==> config.mk <==
export PLATFORM = sky130hd
export DESIGN_NAME = pwm_compare_unit
export DESIGN_NICKNAME = d
export VERILOG_FILES = /design/src/rtl/pwm_cmp_pkg.sv /design/src/rtl/pwm_cmp_regs.sv /design/src/rtl/pwm_cmp_counter.sv /design/src/rtl/pwm_cmp_channel.sv /design/src/rtl/pwm_compare_unit.sv
export SDC_FILE = /design/constraint.sdc
export NUM_CORES = 1
export LEC_CHECK = 0
export ABC_AREA = 1
export BUFFER_PORTS_ARGS = -buffer_cell sky130_fd_sc_hd__buf_2
export CAP_MARGIN = 15
export CORE_UTILIZATION = 51
export DETAILED_ROUTE_END_ITERATION = 10
export GPL_TIMING_DRIVEN = 0
export PLACE_DENSITY = 0.72
export SLEW_MARGIN = 20
export SYNTH_ARGS = -nofsm -noshare
export SYNTH_HDL_FRONTEND = slang
export SYNTH_SLANG_ARGS = --single-unit
==> constraint.sdc <==
create_clock -name clk -period 2.6 [get_ports clk]
set_input_delay 0.13 -clock clk [delete_from_list [all_inputs] [get_ports clk]]
set_output_delay 0.13 -clock clk [all_outputs]
set_load 0.005 [all_outputs]
==> src/rtl/pwm_cmp_pkg.sv <==
package pwm_cmp_pkg;

    localparam int CMP_W   = 16;
    localparam int CNT_W   = 31;
    localparam int SCALE_W = 4;
    localparam int NUM_CH  = 4;
    localparam int ADDR_W  = 8;

    localparam logic [7:0] ADR_CFG  = 8'h00;
    localparam logic [7:0] ADR_CNT  = 8'h08;
    localparam logic [7:0] ADR_SCL  = 8'h10;
    localparam logic [7:0] ADR_CMP0 = 8'h20;

    localparam int CFG_ZC_BIT   = 8;
    localparam int CFG_HOLD_BIT = 9;
    localparam int CFG_EN_BIT   = 12;

    typedef struct packed {
        logic               en;
        logic               hold;
        logic               zc;
        logic [SCALE_W-1:0] scale;
    } cfg_t;

    typedef enum logic {
        ST_HALT  = 1'b0,
        ST_COUNT = 1'b1
    } run_state_e;

endpackage

==> src/rtl/pwm_cmp_regs.sv <==
module pwm_cmp_regs
    import pwm_cmp_pkg::*;
#(
    parameter int N_CH = NUM_CH,
    parameter int CW   = CMP_W,
    parameter int NW   = CNT_W,
    parameter int AW   = ADDR_W
) (
    input  logic          clk,
    input  logic          rst_n,
    input  logic          wr_en,
    input  logic [AW-1:0] addr,
    input  logic [31:0]   wdata,
    input  logic [NW-1:0] count,
    input  logic [CW-1:0] scaled,
    output cfg_t          cfg,
    output logic [CW-1:0] cmp_val [N_CH],
    output logic          cnt_load,
    output logic [NW-1:0] cnt_load_val,
    output logic [31:0]   rdata
);

    localparam logic [AW-1:0] CMP_FIRST = AW'(ADR_CMP0);
    localparam logic [AW-1:0] CMP_LAST  = AW'(ADR_CMP0) + AW'(4 * (N_CH - 1));

    // settings register
    always_ff @(posedge clk or negedge rst_n) begin
        if (!rst_n) begin
            cfg <= '0;
        end else if (wr_en && addr == AW'(ADR_CFG)) begin
            cfg.scale <= wdata[SCALE_W-1:0];
            cfg.zc    <= wdata[CFG_ZC_BIT];
            cfg.hold  <= wdata[CFG_HOLD_BIT];
            cfg.en    <= wdata[CFG_EN_BIT];
        end
    end

    // threshold registers: no reset value, software programs them first
    for (genvar i = 0; i < N_CH; i++) begin : g_cmp
        localparam logic [AW-1:0] MY_ADR = AW'(ADR_CMP0) + AW'(4 * i);
        logic [CW-1:0] val_q;

        always_ff @(posedge clk) begin
            if (wr_en && addr == MY_ADR) begin
                val_q <= wdata[CW-1:0];
            end
        end

        assign cmp_val[i] = val_q;
    end

    assign cnt_load     = wr_en && (addr == AW'(ADR_CNT));
    assign cnt_load_val = wdata[NW-1:0];

    always_comb begin
        rdata = '0;
        if (addr == AW'(ADR_CFG)) begin
            rdata[SCALE_W-1:0]  = cfg.scale;
            rdata[CFG_ZC_BIT]   = cfg.zc;
            rdata[CFG_HOLD_BIT] = cfg.hold;
            rdata[CFG_EN_BIT]   = cfg.en;
        end else if (addr == AW'(ADR_CNT)) begin
            rdata = 32'(count);
        end else if (addr == AW'(ADR_SCL)) begin
            rdata = 32'(scaled);
        end else begin
            for (int i = 0; i < N_CH; i++) begin
                if (addr == AW'(ADR_CMP0) + AW'(4 * i)) begin
                    rdata = 32'(cmp_val[i]);
                end
            end
        end
    end

    // reserved upper bits of every threshold read back as zero
    property p_cmp_upper_zero;
        @(posedge clk) disable iff (!rst_n)
        (addr >= CMP_FIRST && addr <= CMP_LAST && addr[1:0] == 2'b00) |-> (rdata[31:CW] == '0);
    endproperty
    assert_cmp_upper_zero_R11: assert property (p_cmp_upper_zero);

    // a settings write is visible on the next clock
    property p_cfg_takes_effect;
        @(posedge clk) disable iff (!rst_n)
        (wr_en && addr == AW'(ADR_CFG)) |=> (cfg.en == $past(wdata[CFG_EN_BIT]));
    endproperty
    assert_cfg_takes_effect_R11: assert property (p_cfg_takes_effect);

endmodule

==> src/rtl/pwm_cmp_counter.sv <==
module pwm_cmp_counter
    import pwm_cmp_pkg::*;
#(
    parameter int CW = CMP_W,
    parameter int NW = CNT_W
) (
    input  logic          clk,
    input  logic          rst_n,
    input  cfg_t          cfg,
    input  logic          load,
    input  logic [NW-1:0] load_val,
    input  logic          hit0,
    output logic [NW-1:0] count,
    output logic [CW-1:0] scaled,
    output logic          running,
    output logic          restart
);

    localparam logic [SCALE_W:0] SPAN = (SCALE_W + 1)'(NW - CW);

    run_state_e    state_q, state_d;
    logic [NW-1:0] shifted;
    logic [NW-1:0] carry_mask;
    logic [SCALE_W:0] mask_shift;
    logic          carry_out;
    logic          cycle_end;

    // run controller state register
    always_ff @(posedge clk or negedge rst_n) begin
        if (!rst_n) begin
            state_q <= ST_HALT;
        end else begin
            state_q <= state_d;
        end
    end

    // run controller transitions
    always_comb begin
        state_d = state_q;
        unique case (state_q)
            ST_HALT:  if (cfg.en)  state_d = ST_COUNT;  // T_START
            ST_COUNT: if (!cfg.en) state_d = ST_HALT;   // T_STOP
            default:  state_d = ST_HALT;
        endcase
    end

    // run controller outputs and period logic
    always_comb begin
        running    = (state_q == ST_COUNT);
        shifted    = count >> cfg.scale;
        scaled     = shifted[CW-1:0];
        mask_shift = SPAN - {1'b0, cfg.scale};
        carry_mask = {NW{1'b1}} >> mask_shift;
        carry_out  = ((count & carry_mask) == carry_mask);
        cycle_end  = cfg.zc ? hit0 : carry_out;
        restart    = running && cycle_end;
    end

    always_ff @(posedge clk or negedge rst_n) begin
        if (!rst_n) begin
            count <= '0;
        end else if (load) begin
            count <= load_val;
        end else if (running) begin
            if (cfg.zc && hit0) begin
                count <= '0;
            end else begin
                count <= count + 1'b1;
            end
        end
    end

    // advance by one per counting clock
    property p_step;
        @(posedge clk) disable iff (!rst_n)
        (running && !load && !(cfg.zc && hit0)) |=> (count == $past(count) + 1'b1);
    endproperty
    assert_step_R2: assert property (p_step);

    // no movement while halted
    property p_hold_halt;
        @(posedge clk) disable iff (!rst_n)
        (!running && !load) |=> $stable(count);
    endproperty
    assert_hold_halt_R2: assert property (p_hold_halt);

    // threshold 0 reached in cycle-clear mode empties the counter
    property p_zero_clear;
        @(posedge clk) disable iff (!rst_n)
        (running && cfg.zc && hit0 && !load) |=> (count == '0);
    endproperty
    assert_zero_clear_R5: assert property (p_zero_clear);

endmodule

==> src/rtl/pwm_cmp_channel.sv <==
module pwm_cmp_channel
    import pwm_cmp_pkg::*;
#(
    parameter int CW = CMP_W
) (
    input  logic          clk,
    input  logic          rst_n,
    input  logic [CW-1:0] scaled,
    input  logic [CW-1:0] thresh,
    input  logic          hold_en,
    input  logic          restart,
    output logic          hit,
    output logic          out
);

    logic held_q;

    assign hit = (scaled >= thresh);
    assign out = hit || (held_q && hold_en);

    always_ff @(posedge clk or negedge rst_n) begin
        if (!rst_n) begin
            held_q <= 1'b0;
        end else if (!hold_en || restart) begin
            held_q <= 1'b0;
        end else begin
            held_q <= held_q || hit;
        end
    end

    // a high output stays high within the period
    property p_no_fall;
        @(posedge clk) disable iff (!rst_n)
        (hold_en && out && !restart) |=> (out || !hold_en);
    endproperty
    assert_no_fall_R7: assert property (p_no_fall);

    // after a period start only the plain comparison remains
    property p_release;
        @(posedge clk) disable iff (!rst_n)
        restart |=> (out == hit);
    endproperty
    assert_release_R8: assert property (p_release);

endmodule

==> src/rtl/pwm_compare_unit.sv <==
module pwm_compare_unit
    import pwm_cmp_pkg::*;
#(
    parameter int N_CH = NUM_CH,
    parameter int CW   = CMP_W,
    parameter int NW   = CNT_W,
    parameter int AW   = ADDR_W
) (
    input  logic            clk,
    input  logic            rst_n,
    input  logic            reg_we,
    input  logic [AW-1:0]   reg_addr,
    input  logic [31:0]     reg_wdata,
    output logic [31:0]     reg_rdata,
    output logic [N_CH-1:0] pwm_out
);

    cfg_t          cfg;
    logic [CW-1:0] cmp_val [N_CH];
    logic          cnt_load;
    logic [NW-1:0] cnt_load_val;
    logic [NW-1:0] count;
    logic [CW-1:0] scaled;
    logic          running;
    logic          restart;
    logic [N_CH-1:0] hit;

    pwm_cmp_regs #(
        .N_CH (N_CH),
        .CW   (CW),
        .NW   (NW),
        .AW   (AW)
    ) u_regs (
        .clk          (clk),
        .rst_n        (rst_n),
        .wr_en        (reg_we),
        .addr         (reg_addr),
        .wdata        (reg_wdata),
        .count        (count),
        .scaled       (scaled),
        .cfg          (cfg),
        .cmp_val      (cmp_val),
        .cnt_load     (cnt_load),
        .cnt_load_val (cnt_load_val),
        .rdata        (reg_rdata)
    );

    pwm_cmp_counter #(
        .CW (CW),
        .NW (NW)
    ) u_counter (
        .clk      (clk),
        .rst_n    (rst_n),
        .cfg      (cfg),
        .load     (cnt_load),
        .load_val (cnt_load_val),
        .hit0     (hit[0]),
        .count    (count),
        .scaled   (scaled),
        .running  (running),
        .restart  (restart)
    );

    for (genvar i = 0; i < N_CH; i++) begin : g_ch
        pwm_cmp_channel #(
            .CW (CW)
        ) u_ch (
            .clk     (clk),
            .rst_n   (rst_n),
            .scaled  (scaled),
            .thresh  (cmp_val[i]),
            .hold_en (cfg.hold),
            .restart (restart),
            .hit     (hit[i]),
            .out     (pwm_out[i])
        );
    end

    // with hold and cycle-clear, output 0 lasts one clock
    property p_single_pulse;
        @(posedge clk) disable iff (!rst_n)
        (running && cfg.zc && cfg.hold && hit[0] && cmp_val[0] != '0 && !reg_we)
            |=> !pwm_out[0];
    endproperty
    assert_single_pulse_R9: assert property (p_single_pulse);

endmodule

==> results.yml <==
run_status:
  status: "complete, but fails checks"
  violations: "negative setup slack"
clocking:
  cts-root-buf: "clkbuf_16"
  clk_pin_slew_ps: 90
  cts_tree: "yes"
  cts.path.max_buffers: 2
  h-tree-depth: 3
  insertion_delay_ps: 370
  cts.sink_count: 107
  cts_made_buffers: 9
critical_path:
  regToRegSetupSlack_ps: -700
  endpoint_kind: "output pin"
  reg2reg_depth: 23
  start_kind: "register"
  critPathMostFrequentCell: "nand2_1"
  reg2reg_from: "u_regs.cfg[0]"
  startpoint: "u_regs.cfg[0]"
  crit_cells: 19
  path_delay_family: "simple AND/OR/NAND/NOR gates"
  worst-path-buf-inv: 4
  max_stage_delay_ps: 470
  cp.required_ps: 2470
  crit_path_cell_trace: "buf_12 > buf_12 > nand2_4 > o21ai_4 > mux2i_2 > nand2_1 > nand3_2 > and2_4 > buf_4 > ha_4 > a21oi_4 > o21ai_2 > nand2_1 > o211ai_1 > nand2_1 > nand3_4 > nor2_4 > nor2_1 > buf_2"
  crit_slowest_cell: "dfrtp_2"
  criticalPathCategory: "reg2out"
  crit_end: "pwm_out[2]"
  r2r_end: "u_counter.count[2]"
  path_max_fanout: 5
  arrival_ps: 3270
die:
  die_h_um: 131
  initial_core_util_pct: 52.7
  die_x_um: 131
  core_area_sq_um: 16000
  fp.dieArea_sq_um: 17000
  rows: 46
  io_pins: 79
pwr:
  p_switching_mw: 2.10
  p_leak_nw: 4.91
  power_frac_seq_pct: 35.9
  power.density_nw_per_um2: 516
  p_int_mw: 3.55
  ir_drop_mv: 0.428
  pwr-share-comb_pct: 37.8
  clock_power_share_pct: 26.3
  swShare_pct: 37.2
place:
  numPortBuffers: 76
  dpl_cell_area_sq_um: 9130
  gp_congestion: 0.969
  dp_hpwl_mm: 22.8
sta:
  slew_headroom_pct: 39.5
  slew_violations: 0
  finalHoldViolCount: 0
  finalSetupViolations: 39
  worst_slew_pin_slew_ps: 907
  max_freq_mhz: 294
  skew_ps: 17.6
  rsz0062_at_grt: "true"
  whs_ps: 8.98
  period_needed_ps: 3400
  fin_crit_sh_pct: 131
  finalWorstSetupSlack_ps: -798
drt:
  ant_nets: 0
  drt_iter0_markers: 1052
  route.vias.total: 8909
  wirelength_mm: 31.0
  routedWlPerCell_um: 20.4
  drtPass1Iterations: 6
  via_per_inst: 5.87
  drcViolationCount: 0
global_routing:
  first_global_vias: 7615
  antenna_found_initial: 0
  grt_first_pass_wirelength_mm: 43.4
  gr-usage-met2_pct: 51.5
  met1_usage_pct: 51.5
  busiest_layer: "met2"
  grt_use_met3_pct: 8.39
  grt_max_degree: 44
  grt-ovfl-total: 0
  grt_use_total_pct: 35.0
yosys:
  synthArstFlopShare_pct: 40.2
  yosysMostFrequentCell: "nand2_1"
  ys_types: 38
  synth_cells: 1176
  syn_area_per_cell_sq_um: 7.17
  ys_warn_count: 0
  netlist.area_leader.share_pct: 22.8
  synth_commonest_cells: "324 x nand2_1, 159 x inv_1, 92 x nor2_1"
  syn-num-nets: 1284
  synthFlopType: "edfxtp_1"
  ys_seq_area_share_pct: 35.6
  synth_seq_cells: 107
  synth_area_leaders: "edfxtp_1 23%, nand2_1 14%, dfrtp_1 13%, ha_1 9.7%, inv_1 7.1%"
  syn_area_sq_um: 8430
  synthDominantAreaCellType: "edfxtp_1"
  synth-edff-count: 64
final_layout:
  antenna_cells: 0
  syn_to_final_growth_pct: 29.9
  final_nets: 1404
  drive_gt1_share_pct: 26.0
  finish.instance_area_sq_um: 10900
min_path:
  hp-class: "in2reg"
flow_run:
  drv_cap: 0
-- final cells by class --
type                            instances  area (sq um)
Timing Repair Buffer                  115           828
Inverter                              164           619
Tap cell                              216           270
Sequential cell                       107          3000
Clock buffer                           10           229
Multi-Input combinational cell        863          5610
Clock inverter                          6          73.8
Buffer                                 36           310
Fill cell                            1407          5060
-- flip-flops by register name, summed over array words and instances (netlist names) --
name and flops:
u_counter.count 31, g_ch.u_ch.held_q 4, u_regs.cfg 7, u_counter.running 1, u_regs.g_cmp.val_q 64
-- kinds of logic (layout without fill, tap and decap cells) --
group / Yosys count / in the layout / share of synthesized area (%)
other cells: 1 / 1 / 0.0445
fa+ha+maj: 65 / 65 / 9.65
xor+xnor: 25 / 25 / 2.60
flops: 107 / 107 / 35.6
buf+inv: 206 / 331 / 9.92
mux: 3 / 3 / 0.356
simple gates: 567 / 567 / 28.5
compound gates: 202 / 202 / 13.4
-- layout by cell type (no fill, tap or decap), types with 4 or more instances in the layout --
master       n
xor2_1      24
nand3_2     15
clkbuf_1     8
nor2_2      15
a21oi_2      8
nor2_4       8
o22ai_1      8
a21oi_4      4
inv_2       12
o21ai_2     18
buf_6        9
dfrtp_1     40
nand2_2     28
ha_1        40
nor3_4       5
clkbuf_16   15
nand3_4      7
o21ai_0     48
nand3_1     66
inv_1      150
nor2_1      73
nor3_1      27
buf_4       35
o211ai_1    12
buf_2       81
nand2_1    289
buf_12       6
and2_4       4
o21bai_1    24
a21oi_1     40
o21ai_4      8
ha_4        25
edfxtp_1    64
o21ai_1     25
nand4_1     14
nand2_4     10
-- power by group through the flow --
stage	registers, mW	clock network [mW]	logic, mW
after floorplan	1.98	0	0.942
after global placement	2.03	0	1.34
after detailed placement	2.03	0	1.36
after CTS	2.00	1.48	1.53
after global routing	2.03	1.54	2.30
final	2.02	1.48	2.13
-- layer usage --
layer | wire length (um) | vias to the layer above
met5 | 0 | -
met4 | 897 | 0
met3 | 3650 | 80
met2 | 13400 | 534
met1 | 13100 | 4179
li1 | - | 4116
-- worst min path at each step --
| stage | start | end | slack [ps] | depth (start not counted) |
|---|---|---|---|---|
| 3_3_place_gp | rst_n | u_counter.running | 370 | 1 |
| 3_5_place_dp | rst_n | u_counter.running | 380 | 1 |
| 5_1_grt | reg_wdata[9] | u_regs.g_cmp[3].val_q[9] | 3 | 1 |
| 4_1_cts | reg_wdata[9] | u_regs.g_cmp[3].val_q[9] | 7 | 1 |
| 2_1_floorplan | rst_n | g_ch[0].u_ch.held_q | -170 | 0 |
| 6_report | reg_wdata[9] | u_regs.g_cmp[3].val_q[9] | 9 | 1 |
-- timing repair --
item | CTS | global route
buffers inserted | 6 | 24
endpoints found under the setup margin | 43 | 39
hold endpoints to repair | 24 | 4
cloned | 0 | 7
hold buffers | 1 | 1
resized for setup | 98 | 180
pin swaps | 17 | 83
-- per-stage QoR --
stage | setup TNS (ps) | instances | setup WS [ps] | power (mW) | utilization (%)
after floorplan | 0 | 1176 | 5.72 | 2.93 | -
after global placement | -45200 | 1468 | -1170 | 3.36 | 56.9
after detailed placement | -40320 | 1469 | -1190 | 3.39 | 57.1
after CTS | -17260 | 1490 | -690 | 5.01 | 61.2
after global routing | -27880 | 1517 | -870 | 5.88 | 68.4
final | -24030 | 1517 | -798 | 5.64 | 68.4
Note: power is estimated with default switching activity, not from simulation.
